File: src/rtl/flash_busy_ctl.sv
module flash_busy_ctl #(
  parameter int ADDR_W = 12,
  parameter int DATA_W = 8
) (
  input  logic              clk,
  input  logic              hw_rst,
  input  logic              lockout,
  input  logic              wr_stb,
  input  logic [ADDR_W-1:0] wr_addr,
  input  logic [DATA_W-1:0] wr_data,
  input  logic              op_done,
  output logic              ready,
  output logic [1:0]        mode
);

  typedef enum logic [1:0] {M_READ = 2'b00, M_PROG = 2'b01, M_ERASE = 2'b10, M_SUSP = 2'b11} mode_t;
  typedef enum logic [2:0] {S_IDLE, S_U1, S_U2, S_PARM, S_ESET, S_EU1, S_EU2} step_t;

  localparam logic [ADDR_W-1:0] A_FIRST  = ADDR_W'(12'h555);
  localparam logic [ADDR_W-1:0] A_SECOND = ADDR_W'(12'h2AA);
  localparam logic [DATA_W-1:0] D_KEY1   = DATA_W'(8'hAA);
  localparam logic [DATA_W-1:0] D_KEY2   = DATA_W'(8'h55);
  localparam logic [DATA_W-1:0] D_PROG   = DATA_W'(8'hA0);
  localparam logic [DATA_W-1:0] D_ESETUP = DATA_W'(8'h80);
  localparam logic [DATA_W-1:0] D_CHIP   = DATA_W'(8'h10);
  localparam logic [DATA_W-1:0] D_SECT   = DATA_W'(8'h30);
  localparam logic [DATA_W-1:0] D_SUSP   = DATA_W'(8'hB0);

  mode_t cur, cur_nx;
  step_t step, step_nx;

  wire at_first  = wr_addr == A_FIRST;
  wire key1      = at_first && wr_data == D_KEY1;
  wire key2      = (wr_addr == A_SECOND) && wr_data == D_KEY2;
  wire erase_go  = (at_first && wr_data == D_CHIP) || wr_data == D_SECT;
  wire wr_ok     = wr_stb && !lockout;

  always_comb begin
    cur_nx  = cur;
    step_nx = step;
    if (lockout) begin
      cur_nx  = M_READ;
      step_nx = S_IDLE;
    end else begin
      unique case (cur)
        M_READ: if (wr_stb) begin
          step_nx = S_IDLE;
          unique case (step)
            S_IDLE: if (key1) step_nx = S_U1;
            S_U1:   if (key2) step_nx = S_U2;
            S_U2: begin
              if (at_first && wr_data == D_PROG)   step_nx = S_PARM;
              if (at_first && wr_data == D_ESETUP) step_nx = S_ESET;
            end
            S_PARM: cur_nx = M_PROG;
            S_ESET: if (key1) step_nx = S_EU1;
            S_EU1:  if (key2) step_nx = S_EU2;
            S_EU2:  if (erase_go) cur_nx = M_ERASE;
            default: step_nx = S_IDLE;
          endcase
        end
        M_PROG:  if (op_done) cur_nx = M_READ;
        M_ERASE: begin
          if (op_done) cur_nx = M_READ;
          else if (wr_stb && wr_data == D_SUSP) cur_nx = M_SUSP;
        end
        M_SUSP:  if (wr_stb && wr_data == D_SECT) cur_nx = M_ERASE;
        default: cur_nx = M_READ;
      endcase
    end
  end

  always_ff @(posedge clk or posedge hw_rst) begin
    if (hw_rst) begin
      cur  <= M_READ;
      step <= S_IDLE;
    end else begin
      cur  <= cur_nx;
      step <= step_nx;
    end
  end

  assign mode  = cur;
  assign ready = !hw_rst && (cur == M_READ || cur == M_SUSP);


  lock_forces_read_chk: assert property (@(posedge clk) disable iff (hw_rst)
    lockout |=> (cur == M_READ && step == S_IDLE));


  prog_needs_write_chk: assert property (@(posedge clk) disable iff (hw_rst)
    $rose(cur == M_PROG) |-> $past(wr_ok && step == S_PARM));


  susp_from_erase_chk: assert property (@(posedge clk) disable iff (hw_rst)
    $rose(cur == M_SUSP) |-> $past(cur == M_ERASE));


  done_to_read_chk: assert property (@(posedge clk) disable iff (hw_rst)
    (op_done && !lockout && (cur == M_PROG || cur == M_ERASE)) |=> cur == M_READ);


  busy_no_step_chk: assert property (@(posedge clk) disable iff (hw_rst)
    (cur != M_READ) |-> step == S_IDLE);

endmodule

File: config.mk
export PLATFORM = sky130hd
export DESIGN_NAME = flash_busy_ctl
export DESIGN_NICKNAME = d
export VERILOG_FILES = /design/src/rtl/flash_busy_ctl.sv
export SDC_FILE = /design/constraint.sdc
export NUM_CORES = 1
export LEC_CHECK = 0
export BUFFER_PORTS_ARGS = -buffer_cell sky130_fd_sc_hd__clkbuf_2
export CAP_MARGIN = 25
export CELL_PAD_IN_SITES_DETAIL_PLACEMENT = 0
export CELL_PAD_IN_SITES_GLOBAL_PLACEMENT = 1
export CORE_MARGIN = 4
export CORE_UTILIZATION = 29
export DETAILED_ROUTE_END_ITERATION = 8
export PLACE_DENSITY_LB_ADDON = 0.1
export SYNTH_ARGS = -nofsm -noshare
export SYNTH_HDL_FRONTEND = slang
export SYNTH_SLANG_ARGS = --single-unit
File: constraint.sdc
create_clock -name clk -period 1.5 [get_ports clk]
set_input_delay 0.225 -clock clk [delete_from_list [all_inputs] [get_ports clk]]
set_output_delay 0.225 -clock clk [all_outputs]
set_load 0.1 [all_outputs]
==> results_dict.tcl, run 1 <==
set metrics [dict create \
    pre_cts_ws_ns -0.1446 \
    diodes 0 \
    drt-pass1-iter-count 4 \
    fmax_mhz 613.2 \
    core_area_mm2 0.002002 \
    initial_core_util_pct 31.37 \
    fin_skew_ns 0.008955 \
    numCtsBuffers 3 \
    startpoint_type "flop" \
    grt_pass1_wl_um 3367 \
    path_max_fanout 4 \
    viasPerCell 5.200 \
    synth-edff-count 0 \
    yosysWarnings 0 \
    slew_violations 0 \
    post_drt_wl_per_cell_um 12.83 \
    hpwlAfterDp_um 1634 \
    htree_levels 1 \
    vias 780 \
    cp.arrival_ns 1.82 \
    synth_top_area_share_pct 19.92 \
    critPathBufInv 2 \
    async_flop_share_pct 100.0 \
    dp.cells 144 \
    post-synth-top-count-cell "nor2_1" \
    track_usage_pct 16.22 \
    synthFlopType "dfrtp_1" \
    synthCells 77 \
    final-hold-violation-count 0 \
    port_buffers 27 \
    syn_to_final_growth_pct 62.35 \
    ir_drop_v 0.001531 \
    drt_iter0_drc 18 \
    end_kind "flop" \
    yosysSeqAreaShare_pct 19.92 \
    synth.distinct_cells 36 \
    drc 0 \
    routed_wl_um 1925 \
    layout-drive-gt1-share_pct 53.66 \
    holdCritPathClass "in2reg" \
    place.gp.congestion 0.7560 \
    synth_area_um2 628.1 \
    cts-root-buf "clkbuf_4" \
    instances_no_fill 150 \
    die_y_um 54.54 \
    period_needed_ns 1.631 \
    drtAntennaViolNets 0 \
    ios 28 \
    critPathKind "reg2reg" \
    antenna_found_initial 0 \
    die_x_um 54.54 \
    power_leakage_nw 0.4356 \
    violations "negative setup slack" \
    rsz0062_at_grt "yes" \
    synth.avg_cell_area_um2 8.157 \
    grt_max_degree 9 \
    tritoncts "done" \
    postLayoutCellArea_mm2 0.001020 \
    finalCritPeriodShare_pct 108.7 \
    cp.required_ns 1.69 \
    finalSetupViolCount 3 \
    ys_top_cells_by_count "8 x nor2_1, 6 x a21oi_1, 5 x dfrtp_1, 5 x nand4_1" \
    maxCapViolCount 0 \
    ctsLongestPathBuffers 2 \
    synthTopCellsByArea "dfrtp_1 20%, ha_1 8.0%, and4bb_2 6.0%" \
    outcome "finished, violations left" \
    path_clk_slew_ns 0.05 \
    dieArea_mm2 0.002975 \
    yosys.area.top_type "dfrtp_1" \
    rows 16 \
    critical-path-slowest-cell "dfrtp_4" \
    maxSlewHeadroom_pct 79.89 \
    slowest_delay_ns 0.50 \
    num-nets-final 153 \
    worst_slack_ns -0.1307 \
    overflow 0 \
    clock_latency_ns 0.26 \
    path_cells "inv_2 -> buf_4 -> ha_2 -> nand2b_1 -> or2_2 -> a21oi_2 -> a32o_1" \
    tightest_slew_ns 0.3000 \
    placed_area_um2 949.7 \
    tns_ns -0.2708 \
    cts_sinks 5 \
    synth.net_count 106 \
    ys_seq_elements 5 \
    p_per_area_mw_per_mm2 1237 \
    grt_pass1_vias 776 \
    crit_family "flip-flops" \
]
## routing by layer
| metal | part of all wire [%] | up-vias | track usage [%] |
|---|---|---|---|
| li1 | - | 391 | - |
| met1 | 44 | 364 | 17.80 |
| met2 | 49 | 21 | 28.88 |
| met3 | 5.5 | 4 | 4.905 |
| met4 | 1.6 | 0 | 6.224 |
| met5 | 0 | - | 0 |
## placed cells by master, fill, tap and decap left out, types with 2 or more instances in the layout
| cell type | n |
|---|---|
| nand2_1 | 3 |
| nand2b_1 | 2 |
| dfrtp_4 | 2 |
| a21oi_1 | 4 |
| o21ai_0 | 3 |
| nor4bb_1 | 2 |
| nor2b_1 | 2 |
| nor4b_1 | 2 |
| nand4b_1 | 2 |
| and4bb_2 | 3 |
| nor3_1 | 3 |
| a22oi_2 | 2 |
| clkbuf_2 | 24 |
| nand3_1 | 2 |
| inv_1 | 2 |
| a21oi_2 | 2 |
| dfrtp_1 | 2 |
| clkbuf_4 | 3 |
| o21ai_1 | 2 |
| nor2_1 | 7 |
| ha_4 | 2 |
| buf_4 | 17 |
| nand4_1 | 5 |
## state kept, by name (all words and copies together), names as in the netlist
name,cells
mode,2
step,3
## path summary, 6_finish.rpt
kind | startpoint | cells past startpoint | slack [ns] | to
setup / recovery | mode[0] | 7 | -0.13 | mode[0]
min in group asynchronous | hw_rst | 3 | 0.45 | mode[1]
hold reg to reg | step[0] | 2 | 0.60 | step[0]
setup reg to reg | mode[0] | 7 | -0.13 | mode[0]
hold / removal | wr_stb | 3 | 0.41 | step[2]
max in group asynchronous | hw_rst | 3 | 0.83 | step[0]
## per-stage QoR
stage	utilization [%]	power (W)	hold slack [ns]
after CTS	50.44	0.001257	0.3961
after floorplan	-	0.0007588	0.003562
final	50.94	0.001262	0.4139
after global placement	47.44	0.001024	0.1699
after detailed placement	47.44	0.001029	0.1700
after global routing	50.94	0.001363	0.4251
## final cells by class
type,instances,area [µm²]
Sequential cell,5,133.9
Clock buffer,4,26.28
Multi-Input combinational cell,67,530.5
Timing Repair Buffer,43,277.8
Fill cell,211,982.2
Inverter,4,17.52
Tap cell,27,33.78
## logic make-up (layout without fill, tap and decap cells)
family	after synthesis	after routing	synth area share (%)
and+or+nand+nor	43	43	46.62
AOI/OAI and AO/OA	19	19	20.92
DFF	5	5	19.92
buffers and inverters	5	51	3.186
adders and majority gates	4	4	7.968
xor gates and xnor gates	1	1	1.395
## where the power goes
part	total, W	internal (W)	switching (W)
combinational	0.000892	0.000353	0.000539
sequential	0.000204	0.000173	0.0000310
clock	0.000165	0.000101	0.0000642
## timing repair
action                     CTS  global route
pin swaps                    3             0
hold buffers                 1             0
setup endpoints to repair    4             4
hold endpoints to repair     5             0
gates resized for setup      3             3
buffers inserted             1             0
## worst min-delay path, delay by kind of cell
kind / cells / cell delay [ns]
buffers and inverters: 1 / 0.12
AND/OR/NAND/NOR: 1 / 0.19
AO/OA/AOI/OAI: 1 / 0.09
Note: power is estimated with default switching activity, not from simulation.
==> run 2: changes to the inputs <==
--- a/config.mk
+++ b/config.mk
@@ -10,9 +10,10 @@
 export CELL_PAD_IN_SITES_DETAIL_PLACEMENT = 0
 export CELL_PAD_IN_SITES_GLOBAL_PLACEMENT = 1
 export CORE_MARGIN = 4
-export CORE_UTILIZATION = 29
+export CORE_UTILIZATION = 34
 export DETAILED_ROUTE_END_ITERATION = 8
 export PLACE_DENSITY_LB_ADDON = 0.1
+export REMOVE_ABC_BUFFERS = 1
 export SYNTH_ARGS = -nofsm -noshare
 export SYNTH_HDL_FRONTEND = slang
 export SYNTH_SLANG_ARGS = --single-unit
==> constraint.sdc (replaced) <==
create_clock -name clk -period 2.1 [get_ports clk]
set_input_delay 0.315 -clock clk [delete_from_list [all_inputs] [get_ports clk]]
set_output_delay 0.315 -clock clk [all_outputs]
set_load 0.1 [all_outputs]
==> results_dict.tcl, run 2 (synthesis results as in run 1) <==
set metrics [dict create \
    cts_resized 0 \
    postCtsSetupBuffers 0 \
    syn_to_final_growth_pct 31.47 \
    drt_iter0_drc 12 \
    startpoint_type "flop" \
    outcome "complete, no violations" \
    dp.cells 128 \
    largest_register_ffs 3 \
    track_usage_pct 14.52 \
    final-hold-violation-count 0 \
    path_clk_slew_ns 0.05 \
    period_needed_ns 1.887 \
    die_y_um 50.98 \
    critical-path-slowest-cell "clkbuf_2" \
    cts_sinks 5 \
    grt_pass1_vias 671 \
    top_register "step" \
    drt-pass1-iter-count 6 \
    placed_area_um2 789.5 \
    tritoncts "done" \
    fmax_mhz 529.9 \
    htree_levels 1 \
    rows 15 \
    drtAntennaViolNets 0 \
    instances_no_fill 133 \
    final_common_cell "clkbuf_2" \
    path_cells "inv_1 -> ha_1 -> nor2_1 -> clkbuf_2" \
    post_drt_wl_per_cell_um 12.32 \
    intPower_w 0.0003126 \
    maxCapViolCount 0 \
    end_kind "output pin" \
    place.gp.congestion 0.6970 \
    grt_max_degree 9 \
    holdCritPathClass "in2reg" \
    tns_ns 0 \
    vias 690 \
    postLayoutCellArea_um2 825.8 \
    power_leakage_nw 0.3588 \
    antenna_found_initial 0 \
    slowest_delay_ns 0.46 \
    layout-drive-gt1-share_pct 36.11 \
    cts-root-buf "clkbuf_4" \
    slew_violations 0 \
    ir_drop_v 0.0005055 \
    core_area_mm2 0.001745 \
    die_x_um 50.98 \
    power_frac_comb_pct 64.9 \
    viasPerCell 5.188 \
    finalSetupViolCount 0 \
    cp.arrival_ns 1.57 \
    path_max_fanout 4 \
    seqPwrFrac_pct 19.4 \
    ctsLongestPathBuffers 2 \
    maxSlewHeadroom_pct 64.23 \
    critPathLaunch "mode[1]" \
    tightest_slew_ns 0.5389 \
    critPathKind "reg2out" \
    grt_pass1_wl_um 2980 \
    diodes 0 \
    p_per_area_mw_per_mm2 838.7 \
    drc 0 \
    cp.required_ns 1.78 \
    finalCritPeriodShare_pct 89.86 \
    hpwlAfterDp_um 1404 \
    clkPwrFrac_pct 15.7 \
    num-nets-final 138 \
    dieArea_mm2 0.002599 \
    fin_hold_ws_ns 0.4678 \
    clock_latency_ns 0.24 \
    ios 28 \
    layout_common_cells "27 x clkbuf_2, 8 x nor2_1, 6 x a21oi_1" \
    overflow 0 \
    cts_hold_buf 1 \
    fin_skew_ns 0.009313 \
    numCtsBuffers 3 \
    r2r_start "mode[1]" \
    routed_wl_um 1639 \
    power_switching_w 0.0003800 \
    swShare_pct 54.87 \
    initial_core_util_pct 35.99 \
    rsz0062_at_grt "no" \
    port_buffers 27 \
    worstHoldStart "wr_stb" \
]
==> run 2: cell types whose count changed in the layout (fill, tap and decap cells not counted), sizes merged <==
cell and delta:
buf -18, clkbuf +3
==> run 2: cell type report <==
class | instances | area, µm²
Clock buffer | 4 | 26.28
Inverter | 4 | 15.01
Multi-Input combinational cell | 67 | 483.0
Fill cell | 192 | 919.6
Timing Repair Buffer | 28 | 145.1
Sequential cell | 5 | 125.1
Tap cell | 25 | 31.28
==> run 2: layer usage <==
layer | wire length (µm) | up-vias | GRT usage, % | part of all wire (%)
li1 | - | 360 | - | -
met1 | 771 | 323 | 20.53 | 47
met2 | 810 | 7 | 23.61 | 49
met3 | 57 | 0 | 3.499 | 3.5
met4 | 0 | 0 | 0 | 0
met5 | 0 | - | 0 | 0
==> run 2: metrics by stage <==
| step | utilization [%] | total power [W] | worst slack [ns] |
|---|---|---|---|
| after floorplan | - | 0.0004881 | -0.9094 |
| after global placement | 45.23 | 0.0005814 | 0.4526 |
| after detailed placement | 45.23 | 0.0005819 | 0.4433 |
| after CTS | 47.31 | 0.0006962 | 0.2009 |
| after global routing | 47.31 | 0.0007596 | 0.08066 |
| final | 47.31 | 0.0006926 | 0.2130 |
==> run 2: worst paths after layout <==
kind / slack, ns / end / cells after the start
max in group asynchronous: 1.39 / step[2] / 3
min in group asynchronous: 0.52 / mode[1] / 3
hold reg to reg: 0.59 / mode[0] / 1
setup reg to reg: 0.42 / mode[0] / 7
hold / removal: 0.47 / step[1] / 4
setup / recovery: 0.21 / ready / 4
==> run 2: power groups by stage <==
| stage | Combinational, W | Sequential, W | Clock, W |
|---|---|---|---|
| detailed placement | 0.000448 | 0.000134 | 0 |
| global placement | 0.000449 | 0.000133 | 0 |
| CTS | 0.000452 | 0.000133 | 0.000112 |
| finish | 0.000450 | 0.000134 | 0.000109 |
| global route | 0.000497 | 0.000137 | 0.000126 |
| floorplan | 0.000243 | 0.000245 | 0 |
==> run 2: worst max-delay path, delay by kind of cell, from the launching register on <==
| kind | cells | cell delay (ns) |
|---|---|---|
| buf+inv | 2 | 0.56 |
| flops | 1 | 0.41 |
| fa+ha+maj | 1 | 0.27 |
| simple gates | 1 | 0.10 |
